File: config.mk
export PLATFORM = sky130hd
export DESIGN_NAME = charge_guard
export DESIGN_NICKNAME = d
export VERILOG_FILES = /design/src/rtl/charge_guard_pkg.sv /design/src/rtl/charge_guard_dp.sv /design/src/rtl/charge_guard_ctrl.sv /design/src/rtl/charge_guard.sv
export SDC_FILE = /design/constraint.sdc
export NUM_CORES = 1
export LEC_CHECK = 0
export BUFFER_PORTS_ARGS = -buffer_cell sky130_fd_sc_hd__buf_4
export CAP_MARGIN = 20
export CORE_MARGIN = 2
export CORE_UTILIZATION = 67
export DETAILED_ROUTE_END_ITERATION = 8
export PLACE_DENSITY = 0.84
export SYNTH_ARGS = -nofsm -noshare
export SYNTH_HDL_FRONTEND = slang
export SYNTH_SLANG_ARGS = --single-unit
export TNS_END_PERCENT = 20
File: constraint.sdc
create_clock -name clk -period 3.75 [get_ports clk]
set_input_delay 0.75 -clock clk [delete_from_list [all_inputs] [get_ports clk]]
set_output_delay 0.75 -clock clk [all_outputs]
set_load 0.05 [all_outputs]
File: src/rtl/charge_guard_pkg.sv
package charge_guard_pkg;

  // Command strobes from the control to the datapath
  typedef struct packed {
    logic reload;
  } guardCmd_t;

  // Expiry flags from the datapath to the control
  typedef struct packed {
    logic inactExpire;
    logic sclExpire;
  } guardFlags_t;

endpackage

File: src/rtl/charge_guard_dp.sv
module charge_guard_dp
  import charge_guard_pkg::*;
#(
  parameter longint unsigned INACT_CYC = 1000,
  parameter longint unsigned SCL_CYC   = 20
) (
  input  logic        clk,
  input  logic        rstN,
  input  guardCmd_t   cmd,
  input  logic        sclLevel,
  output guardFlags_t flags
);

  localparam int INACT_W = (INACT_CYC > 2) ? $clog2(INACT_CYC) : 1;
  localparam int SCL_W   = $clog2(SCL_CYC + 1);
  localparam logic [INACT_W-1:0] INACT_LAST = INACT_W'(INACT_CYC - 1);
  localparam logic [SCL_W-1:0]   SCL_LAST   = SCL_W'(SCL_CYC);

  logic [INACT_W-1:0] inactCnt;
  logic [SCL_W-1:0]   sclLowCnt;

  // Edges since the last qualifying write; holds at its limit
  always_ff @(posedge clk or negedge rstN) begin
    if (!rstN) begin
      inactCnt <= '0;
    end else if (cmd.reload) begin
      inactCnt <= '0;
    end else if (inactCnt != INACT_LAST) begin
      inactCnt <= inactCnt + 1'b1;
    end
  end

  // Consecutive low samples of the clock line; holds at its limit
  always_ff @(posedge clk or negedge rstN) begin
    if (!rstN) begin
      sclLowCnt <= '0;
    end else if (cmd.reload || sclLevel) begin
      sclLowCnt <= '0;
    end else if (sclLowCnt != SCL_LAST) begin
      sclLowCnt <= sclLowCnt + 1'b1;
    end
  end

  always_comb begin
    flags.inactExpire = (inactCnt == INACT_LAST);
    flags.sclExpire   = !sclLevel && (sclLowCnt == SCL_LAST);
  end

  // a high sample leaves no stuck-clock expiry on the next edge
  p_scl_high_restarts_r5: assert property (@(posedge clk) disable iff (!rstN)
    sclLevel |=> !flags.sclExpire);

  // without a reload, an inactivity expiry persists
  p_inact_expiry_holds_r3: assert property (@(posedge clk) disable iff (!rstN)
    (flags.inactExpire && !cmd.reload) |=> flags.inactExpire);

  // a reload clears the inactivity expiry on the following cycle
  p_reload_restarts_r7: assert property (@(posedge clk) disable iff (!rstN)
    cmd.reload |=> !flags.inactExpire);

endmodule

File: src/rtl/charge_guard_ctrl.sv
module charge_guard_ctrl
  import charge_guard_pkg::*;
(
  input  logic        clk,
  input  logic        rstN,
  input  logic        chargeWriteStb,
  input  guardFlags_t flags,
  output guardCmd_t   cmd,
  output logic        chargeEn,
  output logic        inactTimeout,
  output logic        sclTimeout
);

  always_comb begin
    cmd.reload = chargeWriteStb;
  end

  always_ff @(posedge clk or negedge rstN) begin
    if (!rstN) begin
      chargeEn     <= 1'b0;
      inactTimeout <= 1'b0;
      sclTimeout   <= 1'b0;
    end else if (chargeWriteStb) begin
      chargeEn     <= 1'b1;
      inactTimeout <= 1'b0;
      sclTimeout   <= 1'b0;
    end else if (chargeEn && (flags.inactExpire || flags.sclExpire)) begin
      chargeEn <= 1'b0;
      if (flags.inactExpire) inactTimeout <= 1'b1;
      if (flags.sclExpire)   sclTimeout   <= 1'b1;
    end
  end

  // a qualifying write enables charging with clean status
  p_write_enables_r2: assert property (@(posedge clk) disable iff (!rstN)
    chargeWriteStb |=> (chargeEn && !inactTimeout && !sclTimeout));

  // the disabled state is sticky until a write
  p_disable_sticky_r6: assert property (@(posedge clk) disable iff (!rstN)
    (!chargeEn && !chargeWriteStb) |=> (!chargeEn && $stable(inactTimeout) && $stable(sclTimeout)));

  // a status bit never coexists with an enabled output
  p_status_off_r9: assert property (@(posedge clk) disable iff (!rstN)
    (inactTimeout || sclTimeout) |-> !chargeEn);

  // charging drops only because of an expiry
  p_drop_needs_expiry_r3: assert property (@(posedge clk) disable iff (!rstN)
    (chargeEn && !chargeWriteStb && !flags.inactExpire && !flags.sclExpire) |=> chargeEn);

endmodule

File: src/rtl/charge_guard.sv
module charge_guard
  import charge_guard_pkg::*;
#(
  parameter int unsigned CLK_HZ    = 125_000_000,
  parameter int unsigned INACT_MS  = 175_000,
  parameter int unsigned SCLLOW_US = 25_000
) (
  input  logic clk,
  input  logic rstN,
  input  logic chargeWriteStb,
  input  logic sclLevel,
  output logic chargeEn,
  output logic inactTimeout,
  output logic sclTimeout
);

  localparam longint unsigned INACT_CYC =
    longint'(CLK_HZ / 1000) * longint'(INACT_MS);
  localparam longint unsigned SCL_CYC =
    longint'(CLK_HZ / 1_000_000) * longint'(SCLLOW_US);

  guardCmd_t   cmd;
  guardFlags_t flags;

  charge_guard_ctrl u_ctrl (
    .clk            (clk),
    .rstN           (rstN),
    .chargeWriteStb (chargeWriteStb),
    .flags          (flags),
    .cmd            (cmd),
    .chargeEn       (chargeEn),
    .inactTimeout   (inactTimeout),
    .sclTimeout     (sclTimeout)
  );

  charge_guard_dp #(
    .INACT_CYC (INACT_CYC),
    .SCL_CYC   (SCL_CYC)
  ) u_dp (
    .clk      (clk),
    .rstN     (rstN),
    .cmd      (cmd),
    .sclLevel (sclLevel),
    .flags    (flags)
  );

endmodule

# Word level (Yosys, flattened, before mapping)
# Index checks and enable logic that the tools add are counted.
dict set report word_totals {
  memories 0
  mem_bits_ro 0
  word_cells 35
  inputBits 4
  latchBits 0
  ram_bits 0
  register_bits 60
  out_inout_bits 3
}
dict set report op_classes {
  multipliers 0
  n_addsub 2
  eq_ne 4
  n_shift 0
  n_bitwise 0
  mux 12
  order_cmp 0
  n_reduce_logical 12
  n_div 0
}
# operator n
set op_table {}
lappend op_table {{$mux W35} 2}
lappend op_table {{$mux W22} 2}
lappend op_table {{$add A35 B1 Y35 const B} 1}
lappend op_table {{$eq A35 B35 Y1 const B} 1}
lappend op_table {{$ne A35 B35 Y1 const B} 1}
lappend op_table {{$add A22 B1 Y22 const B} 1}
lappend op_table {{$eq A22 B22 Y1 const B} 1}
lappend op_table {{$ne A22 B22 Y1 const B} 1}
lappend op_table {{$reduce_bool A2 Y1} 5}
lappend op_table {{$mux W1} 8}
lappend op_table {{$reduce_and A2 Y1} 2}
lappend op_table {{$logic_and A1 B1 Y1} 2}
lappend op_table {{$logic_or A1 B1 Y1} 2}
lappend op_table {{$logic_not A1 Y1} 1}

# Logic depth before layout (Yosys ltp)
# Gate-level depths: netlist (run 1).
dict set report depth {
  ltp_word 6
  mapped_depth 8
  mapped_depth_nobuf 7
}

# Hierarchy
# A second synthesis (run 1) with hierarchy kept.
dict set report hier_totals {
  cells_unflattened 327
  hier_area_um2 3161.8
}
# mod area_each_um2 n_inst cells_each seq_area_each_um2
set modules_own_cells {}
lappend modules_own_cells {charge_guard_dp 3050.4 1 317 1426.4}
lappend modules_own_cells {charge_guard_ctrl 111.4 1 10 75.1}

# Worst setup path after synthesis (run 1)
# No wires, ideal clock.
dict set report synth_timing {
  path_kind {flip-flop to flip-flop}
  from {reg u_dp.sclLowCnt[6]}
  to {reg u_ctrl.sclTimeout}
  setup_ps 78
  required_ps 3672
  arrival_ps 2014
  stages_incl_launch_ff 6
  slack_ps 1658
  path_cell_list {dfrtp_1 > or4b_1 > or4_1 > buf_2 > or3b_1 > a21oi_1}
}
dict set report synth_via {
  elab_chain_cells 6
  elab_cells_between_ends 7
}
# element line_no
set synth_lines {}
lappend synth_lines {{start: declaration} charge_guard_dp.sv:20} ;# logic [SCL_W-1:0] sclLowCnt;
lappend synth_lines {{start signal: assignment} charge_guard_dp.sv:40} ;# sclLowCnt <= sclLowCnt + 1'b1;
lappend synth_lines {{$eq A22 B22 Y1 *} charge_guard_dp.sv:46} ;# flags.sclExpire = !sclLevel && (sclLowCnt == SCL_LAST);
lappend synth_lines {{$logic_and A1 B1 Y1 *} charge_guard_dp.sv:46}
lappend synth_lines {{$logic_or A1 B1 Y1} charge_guard_ctrl.sv:27} ;# end else if (chargeEn && (flags.inactExpire || flags.sclExpire)) begin
lappend synth_lines {{$logic_and A1 B1 Y1} charge_guard_ctrl.sv:27}
lappend synth_lines {{$reduce_bool A2 Y1 (no source line)} -}
lappend synth_lines {{$reduce_and A2 Y1 (no source line) *} -}
lappend synth_lines {{end signal: assignment} charge_guard_ctrl.sv:22} ;# sclTimeout <= 1'b0;
lappend synth_lines {{end signal: assignment} charge_guard_ctrl.sv:26} ;# sclTimeout <= 1'b0;
lappend synth_lines {{end signal: assignment} charge_guard_ctrl.sv:30} ;# if (flags.sclExpire) sclTimeout <= 1'b1;
lappend synth_lines {{end: declaration} charge_guard_ctrl.sv:11} ;# output logic sclTimeout
# Mark *: on every way between the ends. The rest lies on a longest branch, timed or not.
# A chain may end at the register's enable or synchronous reset.

# Final worst setup path (run 1)
dict set report layout_timing {
  from {reg u_dp.inactCnt[0]}
  to {reg u_dp.inactCnt[32]}
}
dict set report layout_via {
  elab_chain_cells 3
  elab_cells_between_ends 5
}
# element line_no
set layout_lines {}
lappend layout_lines {{start: declaration} charge_guard_dp.sv:19} ;# logic [INACT_W-1:0] inactCnt;
lappend layout_lines {{start signal: assignment} charge_guard_dp.sv:29} ;# inactCnt <= inactCnt + 1'b1;
lappend layout_lines {{$add A35 B1 Y35} charge_guard_dp.sv:29}
lappend layout_lines {{$mux W35} charge_guard_dp.sv:28} ;# end else if (inactCnt != INACT_LAST) begin
lappend layout_lines {{$mux W35} charge_guard_dp.sv:26} ;# end else if (cmd.reload) begin
# Parallel ways exist; a longest one is shown, timed or not. The select of a mux whose other input is x is not followed.

==> impl_metrics.yaml, run 1 <==
run_status:
  outcome: "finished clean"
clock_network:
  postCtsSetupBuffers: 0
  cts.sinks: 60
  cts-root-buf: "clkbuf_8"
  htree_levels: 3
  hold_buffers: 0
  path_clk_slew_ns: 0.07
  worst_skew_pair.late_latency_ns: 0.34
  cts_resized: 0
  cts_max_path_buffers: 2
  cts_buffers: 9
  cts_tree: "done"
synthesis:
  seq_area_frac_synth_pct: 47.8
  yosysTopAreaCell: "dfrtp_1"
  async_flop_share_pct: 100
  avgSynthCellArea_um2: 9.29
  synthesis.nets: 345
  synth_seq_cells: 60
  synth.distinct_cells: 43
  synth_top_cell_area_share_pct: 47.8
  synth_enable_flop_cells: 0
  synthCells: 338
  synth_area_leaders: "dfrtp_1 48%, nor2_1 6.2%, xnor2_1 5.6%"
  yosys_warnings: 0
  ys.flop_type: "dfrtp_1"
  netlist_area_um2: 3140
sta:
  final_hold_viol_count: 0
  fmax_mhz: 423
  relSlewSlack_pct: 48.3
  finalCriticalPeriod_ns: 2.37
  worst_pin_slew_ns: 0.769
  finalCritPeriodShare_pct: 63.1
  rsz0062_at_grt: "no"
  finalSetupViolCount: 0
  fin_skew_ns: 0.00808
  tns_ns: 0
  drv_slew: 0
critical_path:
  slowest_stage: "nor3_1"
  cp-start-kind: "register"
  cp-end-kind: "register"
  crit_chain: "ha_1 -> nand2_1 -> nor3_1 -> and3_1 -> nand4_1 -> mux2_2"
  worstSetupStartpoint: "u_dp.inactCnt[0]$_DFFE_PN0P_"
  required_ns: 3.98
  arrival_ns: 2.59
  crit_path_max_incr_delay_ns: 0.64
  crit_type: "reg -> reg"
  critPathMaxFanout: 11
  worstReg2RegStart: "u_dp.inactCnt[0]$_DFFE_PN0P_"
finish:
  fin_area_um2: 3390
  fin_nets: 349
  drive_above_1_share_pct: 8.65
  final_common_cell: "dfrtp_1"
  syn2layout_area_growth_pct: 8.05
  diodes: 0
  final_cell_mix: "60 x dfrtp_1, 52 x nor2_1, 20 x xnor2_1, 18 x nand3_1, 18 x nand2_1"
  fin_cells: 399
route:
  drt_iter0_markers: 245
  drc: 0
  vias: 2470
  post_drt_wl_per_cell_um: 15.8
  viasPerCell: 6.19
  postRouteAntennaNets: 0
  drt-total-wl_um: 6300
  drt_first_pass_iters: 4
placed_design:
  gp_congestion: 0.920
  dp_hpwl_um: 4120
  portBuffers: 6
  post-place-cells: 383
  postPlaceCellArea_um2: 3210
global_routing:
  globalRouteOverflowTotal: 0
  grt_max_degree: 61
  grt_usage_pct: 27.6
  antenna_found_initial: 0
  grt_pass1_wl_um: 11100
  grt_pass1_vias: 2404
power_and_ir_drop:
  seqPwrFrac_pct: 53.2
  power_density_nw_per_um2: 362
  switching_power_uw: 276
  combinationalPowerShare_pct: 3.1
  power.clock.fraction_pct: 43.7
  swShare_pct: 22.4
  p_leak_uw: 0.00141
  vdd_drop_max_mv: 0.267
  intPower_uw: 954
floorplan:
  rows: 24
  die_area_um2: 5250
  core_area_um2: 4440
  pin_count: 7
  initial_utilization_pct: 70.7
  die_w_um: 72.5
  die_h_um: 72.5
job:
  maxCapViolCount: 0
worst_hold_path:
  min_path_type: "in -> async"
==> synthesized netlist by cell type, types with 4 or more instances <==
master,n
or3_1,9
nor3_1,9
o21ai_0,11
and2_1,8
nor4_1,12
clkbuf_1,11
nor2_1,52
nand4_1,13
a21oi_1,15
nor2b_1,4
nand3_1,18
and4_1,5
xnor2_1,20
dfrtp_1,60
inv_1,10
xor2_1,14
and3_1,8
nand2_1,18
==> per-layer routing <==
layer | part of all wire (%) | track usage [%]
met1 | 48 | 39.2
met2 | 46 | 42.0
met3 | 4.0 | 4.31
met4 | 1.8 | 12.8
met5 | 0 | 0
==> registers in the layout (all words and copies together) (netlist names) <==
signal,flops
u_ctrl.inactTimeout,1
u_dp.sclLowCnt,22
u_dp.inactCnt,35
u_ctrl.sclTimeout,1
u_ctrl.chargeEn,1
==> power by group through the flow <==
stage | combinational (µW) | clock (µW) | sequential, µW
floorplan | 19.0 | 0 | 666
global placement | 37.9 | 0 | 666
CTS | 38.7 | 542 | 654
detailed placement | 38.6 | 0 | 666
global route | 44.4 | 562 | 655
finish | 37.7 | 537 | 654
==> final cells by class <==
class                   count  area (µm²)
clock buffers              15         176
clock inverters             1        5.00
fillers                   315        1050
inverters                  10        37.5
multi-input cells         253        1550
flip-flops and latches     60        1500
well taps                  52        65.1
repair buffers              8        60.1
==> path summary, 6_finish.rpt <==
kind | slack, ns | cells past startpoint | to
min | 0.47 | 1 | u_dp.sclLowCnt[9]$_DFFE_PN0P_
max in group asynchronous | 2.80 | 1 | u_dp.inactCnt[3]$_DFFE_PN0P_
max reg2reg | 1.38 | 6 | u_dp.inactCnt[32]$_DFFE_PN0P_
min reg2reg | 0.52 | 2 | u_ctrl.inactTimeout$_DFFE_PN0P_
min in group clk | 0.52 | 2 | u_ctrl.inactTimeout$_DFFE_PN0P_
max | 1.38 | 6 | u_dp.inactCnt[32]$_DFFE_PN0P_
==> worst max-delay path, delay by kind of cell (launching register included) <==
kind                       cells  cell delay [ns]
adders and majority gates      1             0.22
DFF                            1             0.39
muxes                          1             0.28
and+or+nand+nor                4             1.36
==> cells by family (layout without fill, tap and decap cells) <==
group,count (synthesis),in the layout,share of synthesized area (%)
DFF,60,60,47.8
buffers and inverters,25,34,3.11
adders and majority gates,3,3,1.20
muxes,5,5,1.71
xor gates and xnor gates,34,34,9.48
AOI/OAI and AO/OA,36,36,6.93
and+or+nand+nor,175,175,29.8
==> metrics by stage <==
stage | hold slack (ns) | total power (µW) | setup WS (ns) | utilization [%]
after floorplan | 0.454 | 685 | 1.66 | -
after global placement | 0.486 | 704 | 1.50 | 72.3
after detailed placement | 0.494 | 705 | 1.42 | 72.3
after CTS | 0.495 | 1240 | 1.40 | 76.4
after global routing | 0.547 | 1260 | 1.14 | 76.4
final | 0.470 | 1230 | 1.38 | 76.4
No activity file was read; power rests on OpenSTA's default activity.
==> inputs of run 2 (changes only) <==
Settings changed: ABC_AREA set to 1, CORE_UTILIZATION 67 to 63, PLACE_DENSITY 0.84 to 0.8.
Clock period 3.75 ns to 2.3 ns, I/O delays scaled along.
==> run 2 against run 1 <==
  * Sequential power is 64% higher
  * Worst hold slack worse by 0.30 ns
  * Clock power is 110% higher
  * Cell area is 25% higher
  * First-iteration DRC count is 58% higher
  * Critical path depth is 1 higher
==> impl_metrics.yaml, run 2 <==
placed_design:
  dp_slack_ns: 0.600
  dp_hpwl_um: 7940
  gp_congestion: 0.962
  post-place-cells: 669
  portBuffers: 6
sta:
  relSlewSlack_pct: 49.1
  drv_slew: 0
  worst_pin_slew_ns: 0.763
  tns_ns: 0
  finalSetupViolCount: 0
  finalCritPeriodShare_pct: 74.8
  fmax_mhz: 581
  finalWorstSetupSlack_ns: 0.579
  rsz0062_at_grt: "no"
  final_hold_viol_count: 0
  finalCriticalPeriod_ns: 1.72
  timing.hold.ws_ns: 0.167
  fin_skew_ns: 0.0134
global_routing:
  grt_usage_pct: 31.5
  grt_max_degree: 61
  antenna_found_initial: 0
  grt_pass1_wl_um: 17200
  grt_pass1_vias: 3709
  globalRouteOverflowTotal: 0
critical_path:
  crit_end: "u_dp.inactCnt[2]$_DFFE_PN0P_"
  crit_path_max_incr_delay_ns: 0.42
  required_ns: 2.59
  worstSetupStartpoint: "u_dp.inactCnt[0]$_DFFE_PN0P_"
  r2r-end: "u_dp.inactCnt[2]$_DFFE_PN0P_"
  worstReg2RegStart: "u_dp.inactCnt[0]$_DFFE_PN0P_"
  cp.depth: 7
  crit_chain: "ha_1 -> inv_2 -> nor2_8 -> nand3_1 -> nor2_1 -> nand4_1 -> nand2_1"
  r2r_slack_ns: 0.58
  cp-start-kind: "register"
  critical_path.top_delay_family: "simple AND/OR/NAND/NOR gates"
  arrival_ns: 2.01
  critPathMaxFanout: 9
  cp_num_buf_inv: 1
  rr_worst_depth: 7
  slowest_stage: "dfrtp_1"
  cp-end-kind: "register"
  crit_type: "reg -> reg"
power_and_ir_drop:
  vdd_drop_max_mv: 0.429
  power_density_nw_per_um2: 532
  p_leak_uw: 0.00182
clock_network:
  worst_skew_pair.late_latency_ns: 0.36
  cts.sinks: 60
  htree_levels: 3
  cts_max_path_buffers: 2
  cts-root-buf: "clkbuf_8"
  cts_tree: "done"
  cts_resized: 0
  postCtsSetupBuffers: 0
  hold_buffers: 0
  cts_buffers: 9
  path_clk_slew_ns: 0.08
route:
  drc: 0
  drt-total-wl_um: 10500
  drt_first_pass_iters: 5
  viasPerCell: 5.62
  postRouteAntennaNets: 0
  drt_iter0_markers: 387
  vias: 3848
  post_drt_wl_per_cell_um: 15.3
synthesis:
  synth_enable_flop_cells: 0
  synth.distinct_cells: 29
  yosysTopAreaCell: "dfrtp_1"
  synthCells: 593
  async_flop_share_pct: 100
  synthesis.nets: 600
  yosys_warnings: 0
  avgSynthCellArea_um2: 6.60
  netlist_area_um2: 3910
  synthTopCellsByCount: "182 x nand2_1, 139 x nor2_1, 60 x dfrtp_1, 56 x inv_1, 49 x nand3_1"
  synth_seq_cells: 60
  synth_area_leaders: "dfrtp_1 38%, nand2_1 17%, nor2_1 13%"
  seq_area_frac_synth_pct: 38.4
  yosysMostFrequentCell: "nand2_1"
  ys.flop_type: "dfrtp_1"
  synth_top_cell_area_share_pct: 38.4
floorplan:
  core_area_um2: 5960
  rows: 28
  die_h_um: 82.8
  die_area_um2: 6860
  initial_utilization_pct: 65.7
  die_w_um: 82.8
  pin_count: 7
finish:
  largest_reg_flops: 35
  syn2layout_area_growth_pct: 8.79
  reg_top3: "u_dp.inactCnt: 35 flops, u_dp.sclLowCnt: 22 flops"
  fin_cells: 685
  diodes: 0
  fin_util_pct: 71.5
  final_common_cell: "nand2_1"
  fin_nets: 612
  final_cell_mix: "182 x nand2_1, 139 x nor2_1, 60 x dfrtp_1, 56 x inv_1, 49 x nand3_1"
  drive_above_1_share_pct: 9.67
  top_register: "u_dp.inactCnt"
worst_hold_path:
  min_path_type: "in -> async"
job:
  maxCapViolCount: 0
run_status:
  outcome: "finished clean"
==> run 2: logic make-up after synthesis <==
kind of cell    synth area share [%]
xor+xnor                        2.46
fa+ha+maj                      0.959
flops                           38.4
buf+inv                         6.43
simple gates                    47.4
compound gates                  4.41
==> run 2: stage by stage <==
step / total power, µW / cell area, µm²
6_report: 2270 / 4260
3_5_place_dp: 1160 / 4030
2_1_floorplan: 1130 / 3910
4_1_cts: 2260 / 4260
5_1_grt: 2330 / 4260
3_3_place_gp: 1160 / 4030
==> run 2: final cells by class <==
cell class	count	area (µm²)
clock inverter	6	93.8
timing repair buffer	7	52.6
sequential	60	1500
clock buffer	10	138
tap	75	93.8
inverter	58	218
multi-input combinational	469	2160
fill	510	1700
==> run 2: worst register-to-register path: cells and delay by family (launching register included) <==
kind                     cells  cell delay [ns]
AND/OR/NAND/NOR              5             0.81
flip-flops                   1             0.42
adder cells (fa/ha/maj)      1             0.31
buffers and inverters        1             0.11
==> run 2: power breakdown <==
| part | total (µW) | switching [µW] | internal, µW |
|---|---|---|---|
| sequential | 1070 | 7.47 | 1060 |
| combinational | 73.6 | 57.0 | 16.6 |
| clock | 1120 | 476 | 649 |
==> run 2: how the worst min path moves through the flow <==
stage | cells past startpoint | end
finish | 1 | u_dp.inactCnt[21]$_DFFE_PN0P_
global route | 1 | u_dp.inactCnt[21]$_DFFE_PN0P_
CTS | 1 | u_dp.inactCnt[21]$_DFFE_PN0P_
detailed placement | 2 | u_ctrl.inactTimeout$_DFFE_PN0P_
global placement | 2 | u_ctrl.inactTimeout$_DFFE_PN0P_
floorplan | 0 | u_ctrl.chargeEn$_DFFE_PN0P_
==> run 2: routing by layer <==
layer	track usage (%)	routed length (µm)	vias up	share of wire [%]
met5	0	0	-	0
li1	-	-	1876	-
met4	17.4	545	0	5.2
met2	56.3	5260	159	50
met1	36.4	4180	1776	40
met3	3.88	467	37	4.5
